$ cat config.mk
export PLATFORM = sky130hd
export DESIGN_NAME = flash_line_buf
export DESIGN_NICKNAME = d
export VERILOG_FILES = /design/src/rtl/fb_pkg.sv /design/src/rtl/fb_word_sel.sv /design/src/rtl/fb_store.sv /design/src/rtl/fb_lru.sv /design/src/rtl/flash_line_buf.sv
export SDC_FILE = /design/constraint.sdc
export NUM_CORES = 2
export LEC_CHECK = 0
export BUFFER_PORTS_ARGS = -buffer_cell sky130_fd_sc_hd__buf_2
export CAP_MARGIN = 10
export CORE_MARGIN = 3
export CORE_UTILIZATION = 67
export CTS_BUF_LIST = sky130_fd_sc_hd__clkbuf_8 sky130_fd_sc_hd__clkbuf_16
export CTS_CLUSTER_DIAMETER = 100
export DETAILED_ROUTE_END_ITERATION = 8
export PLACE_DENSITY_LB_ADDON = 0.2
export SYNTH_ARGS = -nofsm -noshare
export SYNTH_HDL_FRONTEND = slang
export SYNTH_SLANG_ARGS = --single-unit
$ cat constraint.sdc
create_clock -name clk -period 35.5 [get_ports clk]
set_input_delay 0 -clock clk [delete_from_list [all_inputs] [get_ports clk]]
set_output_delay 0 -clock clk [all_outputs]
set_load 0.01 [all_outputs]
$ cat src/rtl/fb_pkg.sv
package fb_pkg;
    localparam int LINE_W      = 128;
    localparam int WORD_W      = 32;
    localparam int HALF_W      = 16;
    localparam int HW_PER_LINE = LINE_W / HALF_W;
    localparam int OFS_W       = $clog2(LINE_W / 8);
    localparam int HSEL_W      = $clog2(HW_PER_LINE);

    typedef enum logic {
        KIND_DATA  = 1'b0,
        KIND_INSTR = 1'b1
    } kind_e;

    typedef logic [LINE_W-1:0] line_t;
    typedef logic [WORD_W-1:0] word_t;

    typedef struct packed {
        logic busy;
        logic drop;
    } fill_t;
endpackage

$ cat src/rtl/fb_word_sel.sv
module fb_word_sel
    import fb_pkg::*;
(
    input  line_t             line_i,
    input  logic [HSEL_W-1:0] hsel_i,
    output word_t             word_o
);
    // A logical right shift pulls zeros in above the last halfword.
    always_comb begin
        word_o = WORD_W'(line_i >> (32'(hsel_i) * HALF_W));
    end
endmodule

$ cat src/rtl/fb_store.sv
module fb_store
    import fb_pkg::*;
#(
    parameter int N_ENT = 8,
    parameter int TAG_W = 28,
    localparam int IDX_W = $clog2(N_ENT)
) (
    input  logic             clk,
    input  logic             rst,
    input  logic             inv_i,
    input  logic             alloc_i,
    input  logic [IDX_W-1:0] alloc_idx_i,
    input  logic [TAG_W-1:0] alloc_tag_i,
    input  logic             alloc_kind_i,
    input  logic             wr_i,
    input  logic [IDX_W-1:0] wr_idx_i,
    input  line_t            wr_line_i,
    input  logic [TAG_W-1:0] look_tag_i,
    input  logic [TAG_W-1:0] next_tag_i,
    output logic [N_ENT-1:0] valid_o,
    output logic [N_ENT-1:0] kind_o,
    output logic [N_ENT-1:0] hit_vec_o,
    output logic             next_hit_o,
    output line_t            hit_line_o
);
    logic [TAG_W-1:0] tag_q [N_ENT];
    line_t            data_q [N_ENT];
    logic [N_ENT-1:0] valid_q;
    logic [N_ENT-1:0] kind_q;
    logic [N_ENT-1:0] next_vec;

    always_ff @(posedge clk) begin
        if (rst) begin
            valid_q <= '0;
        end else if (inv_i) begin
            valid_q <= '0;
        end else begin
            if (alloc_i) valid_q[alloc_idx_i] <= 1'b0;
            if (wr_i)    valid_q[wr_idx_i]    <= 1'b1;
        end
    end

    always_ff @(posedge clk) begin
        if (rst) begin
            kind_q <= '0;
        end else if (alloc_i) begin
            kind_q[alloc_idx_i] <= alloc_kind_i;
        end
    end

    always_ff @(posedge clk) begin
        if (alloc_i) tag_q[alloc_idx_i] <= alloc_tag_i;
        if (wr_i)    data_q[wr_idx_i]   <= wr_line_i;
    end

    for (genvar e = 0; e < N_ENT; e++) begin : g_cmp
        assign hit_vec_o[e] = valid_q[e] && (tag_q[e] == look_tag_i);
        assign next_vec[e]  = valid_q[e] && (tag_q[e] == next_tag_i);
    end

    always_comb begin
        hit_line_o = '0;
        for (int e = 0; e < N_ENT; e++) begin
            hit_line_o = hit_line_o | (data_q[e] & {LINE_W{hit_vec_o[e]}});
        end
    end

    assign next_hit_o = |next_vec;
    assign valid_o    = valid_q;
    assign kind_o     = kind_q;


    inv_clear_chk: assert property (@(posedge clk) disable iff (rst)
        inv_i |=> (valid_q == '0));


    hit_onehot_chk: assert property (@(posedge clk) disable iff (rst)
        $onehot0(hit_vec_o));
endmodule

$ cat src/rtl/fb_lru.sv
module fb_lru #(
    parameter int N_ENT = 8,
    localparam int IDX_W = $clog2(N_ENT),
    localparam int RANKS = 1 << IDX_W
) (
    input  logic             clk,
    input  logic             rst,
    input  logic             touch_a_i,
    input  logic [IDX_W-1:0] idx_a_i,
    input  logic             touch_b_i,
    input  logic [IDX_W-1:0] idx_b_i,
    input  logic [N_ENT-1:0] valid_i,
    input  logic [N_ENT-1:0] kind_i,
    input  logic             want_kind_i,
    input  logic [N_ENT-1:0] excl_i,
    output logic [IDX_W-1:0] victim_o
);
    // Rank 0 = most recent; ranks stay a permutation of entry indices.
    logic [IDX_W-1:0] age_q [N_ENT];
    logic [IDX_W-1:0] age_a [N_ENT];
    logic [IDX_W-1:0] age_b [N_ENT];

    always_comb begin
        for (int i = 0; i < N_ENT; i++) age_a[i] = age_q[i];
        if (touch_a_i) begin
            for (int i = 0; i < N_ENT; i++) begin
                if (IDX_W'(i) == idx_a_i)              age_a[i] = '0;
                else if (age_q[i] < age_q[idx_a_i])    age_a[i] = age_q[i] + 1'b1;
            end
        end
        for (int i = 0; i < N_ENT; i++) age_b[i] = age_a[i];
        if (touch_b_i) begin
            for (int i = 0; i < N_ENT; i++) begin
                if (IDX_W'(i) == idx_b_i)              age_b[i] = '0;
                else if (age_a[i] < age_a[idx_b_i])    age_b[i] = age_a[i] + 1'b1;
            end
        end
    end

    always_ff @(posedge clk) begin
        for (int i = 0; i < N_ENT; i++) begin
            if (rst) age_q[i] <= IDX_W'(i);
            else     age_q[i] <= age_b[i];
        end
    end

    logic             have_free, have_other, have_any;
    logic [IDX_W-1:0] free_idx, other_idx, any_idx;
    logic [IDX_W-1:0] other_age, any_age;

    always_comb begin
        have_free = 1'b0;
        free_idx  = '0;
        for (int i = N_ENT - 1; i >= 0; i--) begin
            if (!valid_i[i] && !excl_i[i]) begin
                have_free = 1'b1;
                free_idx  = IDX_W'(i);
            end
        end
        have_other = 1'b0; other_idx = '0; other_age = '0;
        have_any   = 1'b0; any_idx   = '0; any_age   = '0;
        for (int i = 0; i < N_ENT; i++) begin
            if (!excl_i[i]) begin
                if (!have_any || age_q[i] > any_age) begin
                    have_any = 1'b1; any_idx = IDX_W'(i); any_age = age_q[i];
                end
                if ((kind_i[i] != want_kind_i) && (!have_other || age_q[i] > other_age)) begin
                    have_other = 1'b1; other_idx = IDX_W'(i); other_age = age_q[i];
                end
            end
        end
        if (have_free)       victim_o = free_idx;
        else if (have_other) victim_o = other_idx;
        else                 victim_o = any_idx;
    end

    logic [RANKS-1:0] seen;
    always_comb begin
        seen = '0;
        for (int i = 0; i < N_ENT; i++) seen[age_q[i]] = 1'b1;
    end


    age_perm_chk: assert property (@(posedge clk) disable iff (rst)
        $countones(seen) == N_ENT);


    victim_excl_chk: assert property (@(posedge clk) disable iff (rst)
        !excl_i[victim_o]);
endmodule

$ cat src/rtl/flash_line_buf.sv
module flash_line_buf
    import fb_pkg::*;
#(
    parameter int ADDR_W = 32,
    parameter int N_ENT  = 8
) (
    input  logic                    clk,
    input  logic                    rst,
    input  logic                    inv_i,
    input  logic                    req_valid_i,
    input  logic [ADDR_W-1:0]       req_addr_i,
    input  logic                    req_instr_i,
    output logic                    resp_valid_o,
    output logic [WORD_W-1:0]       resp_data_o,
    output logic                    fl_req_o,
    output logic [ADDR_W-OFS_W-1:0] fl_line_o,
    input  logic                    fl_rvalid_i,
    input  logic [LINE_W-1:0]       fl_rdata_i
);
    localparam int TAG_W = ADDR_W - OFS_W;
    localparam int IDX_W = $clog2(N_ENT);

    logic [TAG_W-1:0]  req_tag, next_tag, start_tag;
    logic [HSEL_W-1:0] hsel;
    logic              addr_lsb_unused;
    logic [N_ENT-1:0]  hit_vec, valid_vec, kind_vec;
    logic              hit_any, next_hit;
    line_t             hit_line;
    word_t             sel_word;
    logic [IDX_W-1:0]  hit_idx, victim, fill_idx;
    fill_t             fill_q;
    logic              accept, miss_go, pf_go, start, fill_done, fill_wr;
    kind_e             start_kind;

    assign req_tag         = req_addr_i[ADDR_W-1:OFS_W];
    assign next_tag        = req_tag + TAG_W'(1);
    assign hsel            = req_addr_i[OFS_W-1:1];
    assign addr_lsb_unused = req_addr_i[0];

    always_comb begin
        hit_idx = '0;
        for (int i = 0; i < N_ENT; i++) begin
            if (hit_vec[i]) hit_idx = IDX_W'(i);
        end
    end

    assign hit_any    = |hit_vec;
    assign accept     = req_valid_i && hit_any && !inv_i;
    assign miss_go    = req_valid_i && !hit_any && !fill_q.busy && !inv_i;
    assign pf_go      = accept && req_instr_i && !next_hit && !fill_q.busy;
    assign start      = miss_go || pf_go;
    assign start_tag  = miss_go ? req_tag : next_tag;
    assign start_kind = (miss_go && !req_instr_i) ? KIND_DATA : KIND_INSTR;
    assign fill_done  = fl_rvalid_i && fill_q.busy;
    assign fill_wr    = fill_done && !fill_q.drop && !inv_i;

    fb_store #(.N_ENT(N_ENT), .TAG_W(TAG_W)) u_store (
        .clk          (clk),
        .rst          (rst),
        .inv_i        (inv_i),
        .alloc_i      (start),
        .alloc_idx_i  (victim),
        .alloc_tag_i  (start_tag),
        .alloc_kind_i (start_kind),
        .wr_i         (fill_wr),
        .wr_idx_i     (fill_idx),
        .wr_line_i    (fl_rdata_i),
        .look_tag_i   (req_tag),
        .next_tag_i   (next_tag),
        .valid_o      (valid_vec),
        .kind_o       (kind_vec),
        .hit_vec_o    (hit_vec),
        .next_hit_o   (next_hit),
        .hit_line_o   (hit_line)
    );

    fb_lru #(.N_ENT(N_ENT)) u_lru (
        .clk         (clk),
        .rst         (rst),
        .touch_a_i   (fill_wr),
        .idx_a_i     (fill_idx),
        .touch_b_i   (accept),
        .idx_b_i     (hit_idx),
        .valid_i     (valid_vec),
        .kind_i      (kind_vec),
        .want_kind_i (start_kind),
        .excl_i      (hit_vec),
        .victim_o    (victim)
    );

    fb_word_sel u_sel (
        .line_i (hit_line),
        .hsel_i (hsel),
        .word_o (sel_word)
    );

    always_ff @(posedge clk) begin
        if (rst) begin
            fill_q   <= '{busy: 1'b0, drop: 1'b0};
            fill_idx <= '0;
        end else begin
            if (start) begin
                fill_q.busy <= 1'b1;
                fill_q.drop <= 1'b0;
                fill_idx    <= victim;
            end else if (fill_done) begin
                fill_q.busy <= 1'b0;
            end
            if (inv_i && fill_q.busy && !fill_done) fill_q.drop <= 1'b1;
        end
    end

    always_ff @(posedge clk) begin
        if (rst) begin
            resp_valid_o <= 1'b0;
            resp_data_o  <= '0;
            fl_req_o     <= 1'b0;
            fl_line_o    <= '0;
        end else begin
            resp_valid_o <= accept;
            if (accept) resp_data_o <= sel_word;
            fl_req_o     <= start;
            if (start) fl_line_o <= start_tag;
        end
    end

    // Port-level record of an outstanding flash read.
    logic rd_pend_q;
    always_ff @(posedge clk) begin
        if (rst) rd_pend_q <= 1'b0;
        else     rd_pend_q <= (rd_pend_q && !fl_rvalid_i) || fl_req_o;
    end


    one_read_chk: assert property (@(posedge clk) disable iff (rst)
        fl_req_o |-> !rd_pend_q);


    resp_after_req_chk: assert property (@(posedge clk) disable iff (rst)
        resp_valid_o |-> $past(req_valid_i));


    reset_quiet_chk: assert property (@(posedge clk) disable iff (rst)
        $past(rst) |-> (!resp_valid_o && !fl_req_o));


    inv_no_accept_chk: assert property (@(posedge clk) disable iff (rst)
        $past(inv_i) |-> !resp_valid_o);
endmodule

==> impl_metrics.toml <==
[clock_network]
clock_sinks = 1358
htreeDepth = 4
cts_made_buffers = 136
clk_pin_slew_ns = 0.06
clock_path_buffers = 3
clock_latency_ns = 0.76
postCtsSetupBuffers = 0
cts_tree = "built"
cts-root-buf = "clkbuf_16"

[logic_synthesis]
synth.ff_latch_count = 1358
synth.yosys.seq_area_share = 0.659
netlist_instances = 4317
synth_edf_count = 1248
yosys_warnings = 0
async_flop_share = 0
synth_cell_types = 107
ys.flop_type = "edfxtp_1"
synthesis.nets = 4574
avgSynthCellArea_sq_um = 14.0
syn-cell-area_sq_um = 60200

[worst_setup_path]
critical_path.endpoint_type = "flop"
start_kind = "flop"
max_stage_delay_ns = 0.94
reg2reg_to = "u_store.tag_q[4][20]$_DFFE_PP_"
rrSetupSlack_ns = 18.25
rr_startpoint = "u_store.tag_q[5][18]$_DFFE_PP_"
cp-startpoint = "u_store.tag_q[5][18]$_DFFE_PP_"
crit_end = "u_store.tag_q[4][20]$_DFFE_PP_"
reg2reg_depth = 67
crit_top_cell = "ha_1"
worstPathArrival_ns = 17.61
crit_type = "reg2reg"
cp_max_fo = 43
worstPathRequired_ns = 35.86
slowest_stage = "inv_1"

[drt]
via_per_inst = 7.11
drt_iter0_drc = 6537
final_antenna_net_count = 0
wl_mm = 185
drt-pass1-iter-count = 8
drcViolationCount = 0
vias = 42100
post_drt_wl_per_cell_um = 31.2

[placed_design]
io_buffers = 226
pre_cts_ws_ns = 18.56
gp_congestion = 1.06
hpwl_mm = 110
dp.cells = 5532

[floorplanning]
core-area_sq_um = 88800
fp-row-count = 109
start_util = 0.678
dieArea_sq_um = 93500
boundaryPins = 228
die_y_um = 306
die_x_um = 306

[power]
power_density_nw_per_um2 = 50.0
p_clk_frac = 0.409
ir_worst_vdd_mv = 0.0576
p_int_mw = 2.64
sw_frac_of_total = 0.228
pwr-share-seq = 0.516
power.net_switching_mw = 0.778
share_comb_of_total_power = 0.075
p_leak_nw = 22.4

[grt]
grt_overflow = 0
grt_pass1_wl_mm = 268
antenna_found_initial = 19
track_usage = 0.392
grt_pass1_vias = 40200
grt_max_degree = 132

[finish]
drive_gt1_frac = 0.136
finalCoreUtilization = 0.770
syn2layout_area_growth_pct = 13.5
final-instance-count-excl-fill = 5929
fin_nets = 4899
fillers = 5170

[run_status]
status = "completed"

[timing]
max_slew_margin = 0.115
max_freq_mhz = 58.0
fin_ws_ns = 18.25
setup_viol = 0
tightest_slew_ns = 1.33
hold_ws_ns = 0.0555
finalSetupTns_ns = 0
clock_skew_ns = 0.0361
finalMaxSlewViolations = 0
period_needed_ns = 17.25
rsz0062_at_grt = "false"
post-route-period-util = 0.486
hold_viol_final = 0

[min_path]
hold_path.class = "in2reg"

[flow_run]
max-cap-violations = 0
==> critical path: cells and delay by family (launching register included) <==
family	cells	cell delay [ns]
AOI/OAI and AO/OA	30	5.38
and+or+nand+nor	20	5.09
buffers and inverters	6	2.15
adders and majority gates	7	2.05
muxes	3	1.06
xor gates and xnor gates	1	0.67
DFF	1	0.38
==> layout by cell type (no fill, tap or decap), drive strengths merged, types with 20 or more instances in the layout <==
cell type	count
edfxtp	1248
buf	307
xnor2	299
nand2	280
a22oi	208
xor2	168
nor2	157
a22o	153
a221oi	153
clkbuf	147
a21oi	143
dlygate4sd3	136
o21ai	113
dfxtp	110
nand3	107
inv	94
ha	91
nand4	81
nor3	74
nor4	69
mux2i	59
a31oi	57
and3	57
clkinv	51
or4	31
mux2	26
o21a	24
a211oi	21
nand2b	20
mux4	20
==> layer usage <==
metal | global-route usage | vias up | routed length (um)
met5 | 0 | - | 75
met1 | 0.510 | 20600 | 64300
met4 | 0.229 | 12 | 12300
met3 | 0.0724 | 641 | 21000
met2 | 0.625 | 3210 | 87500
li1 | - | 17700 | -
==> kinds of logic (layout without fill, tap and decap cells) <==
family / count (synthesis) / in the layout / share of synthesized area
adders and majority gates: 91 / 91 / 0.0189
other: 0 / 16 / 0
AOI/OAI and AO/OA: 996 / 996 / 0.121
buffers and inverters: 313 / 744 / 0.0225
xor gates and xnor gates: 468 / 468 / 0.0687
muxes: 105 / 105 / 0.0222
and+or+nand+nor: 986 / 986 / 0.0878
DFF: 1358 / 1358 / 0.659
==> cells in the mapped netlist, drive strengths merged, types with 10 or more instances <==
master     n  share of area
ha        91          0.019
nor3      74         0.0068
mux2      26         0.0049
edfxtp  1248           0.62
inv       57         0.0036
nand3    107         0.0092
a21o      10         0.0012
o31ai     15         0.0022
a211oi    21         0.0026
a22oi    208          0.026
or4       31         0.0041
and3      57         0.0060
and2      12         0.0012
or3       14         0.0015
and4      10         0.0015
mux4      20         0.0075
mux2i     59         0.0099
a31oi     57         0.0060
o21a      24         0.0030
a22o     153          0.022
buf      109         0.0098
a221oi   153          0.022
nor2     157          0.010
clkbuf   147         0.0092
nand2    280          0.017
a21oi    143          0.012
o21ai    113         0.0094
nor4      69         0.0091
or2       10         0.0011
dfxtp    110          0.037
nand2b    20         0.0021
xor2     168          0.024
nand4     81         0.0087
o211ai    15         0.0019
xnor2    299          0.044
nor2b     19         0.0020
==> worst min-delay path by stage <==
stage          slack, ns      startpoint                         endpoint  depth (start not counted)
2_1_floorplan        0.1   fl_rdata_i[0]   u_store.data_q[0][0]$_DFFE_PP_                          0
5_1_grt             0.05  req_addr_i[27]   u_store.tag_q[5][23]$_DFFE_PP_                          2
3_5_place_dp        0.26  fl_rdata_i[80]  u_store.data_q[4][80]$_DFFE_PP_                          1
3_3_place_gp        0.26  fl_rdata_i[32]  u_store.data_q[2][32]$_DFFE_PP_                          1
4_1_cts             0.02  req_addr_i[27]   u_store.tag_q[6][23]$_DFFE_PP_                          2
6_report            0.06  fl_rdata_i[25]  u_store.data_q[1][25]$_DFFE_PP_                          2
==> power groups by stage <==
stage          Clock (mW)  Sequential [mW]  Combinational (mW)
6_report             1.40             1.76               0.256
5_1_grt              1.46             1.76               0.274
4_1_cts              1.40             1.76               0.248
3_5_place_dp            0             1.80               0.232
3_3_place_gp            0             1.79               0.228
2_1_floorplan           0             1.80               0.149
==> repair_timing <==
action / 4_1_cts / 5_1_grt
hold endpoints to repair: 1085 / 0
hold buffers: 136 / 0
gates resized for setup: 0 / 0
==> sequential cells by signal (all words and copies together), names as in the netlist, named ones only <==
| signal | flops |
|---|---|
| u_lru.age_q | 24 |
| fl_req_o | 1 |
| u_store.data_q | 1024 |
| u_store.tag_q | 224 |
| fl_line_o | 28 |
| u_store.kind_o | 8 |
| fill_idx | 3 |
| resp_data_o | 32 |
| u_store.valid_o | 8 |
| fill_q | 2 |
| resp_valid_o | 1 |
==> area by class of cell <==
cell class / instances / area (sq um) / share of cell area
tap: 1165 / 1460 / 0.0213
clock buffer: 147 / 3610 / 0.0528
antenna: 16 / 40.0 / 0.000586
inverter: 57 / 219 / 0.00320
sequential: 1358 / 39700 / 0.580
timing repair buffer: 443 / 3200 / 0.0467
multi-input combinational: 2646 / 19400 / 0.284
clock inverter: 97 / 766 / 0.0112
==> per-stage QoR <==
stage	total power [mW]	instance area, sq um
after floorplan	1.95	60200
after global placement	2.02	62600
after detailed placement	2.03	62600
after CTS	3.41	68300
after global routing	3.50	68400
final	3.42	68400
No activity file was read; power rests on OpenSTA's default activity.
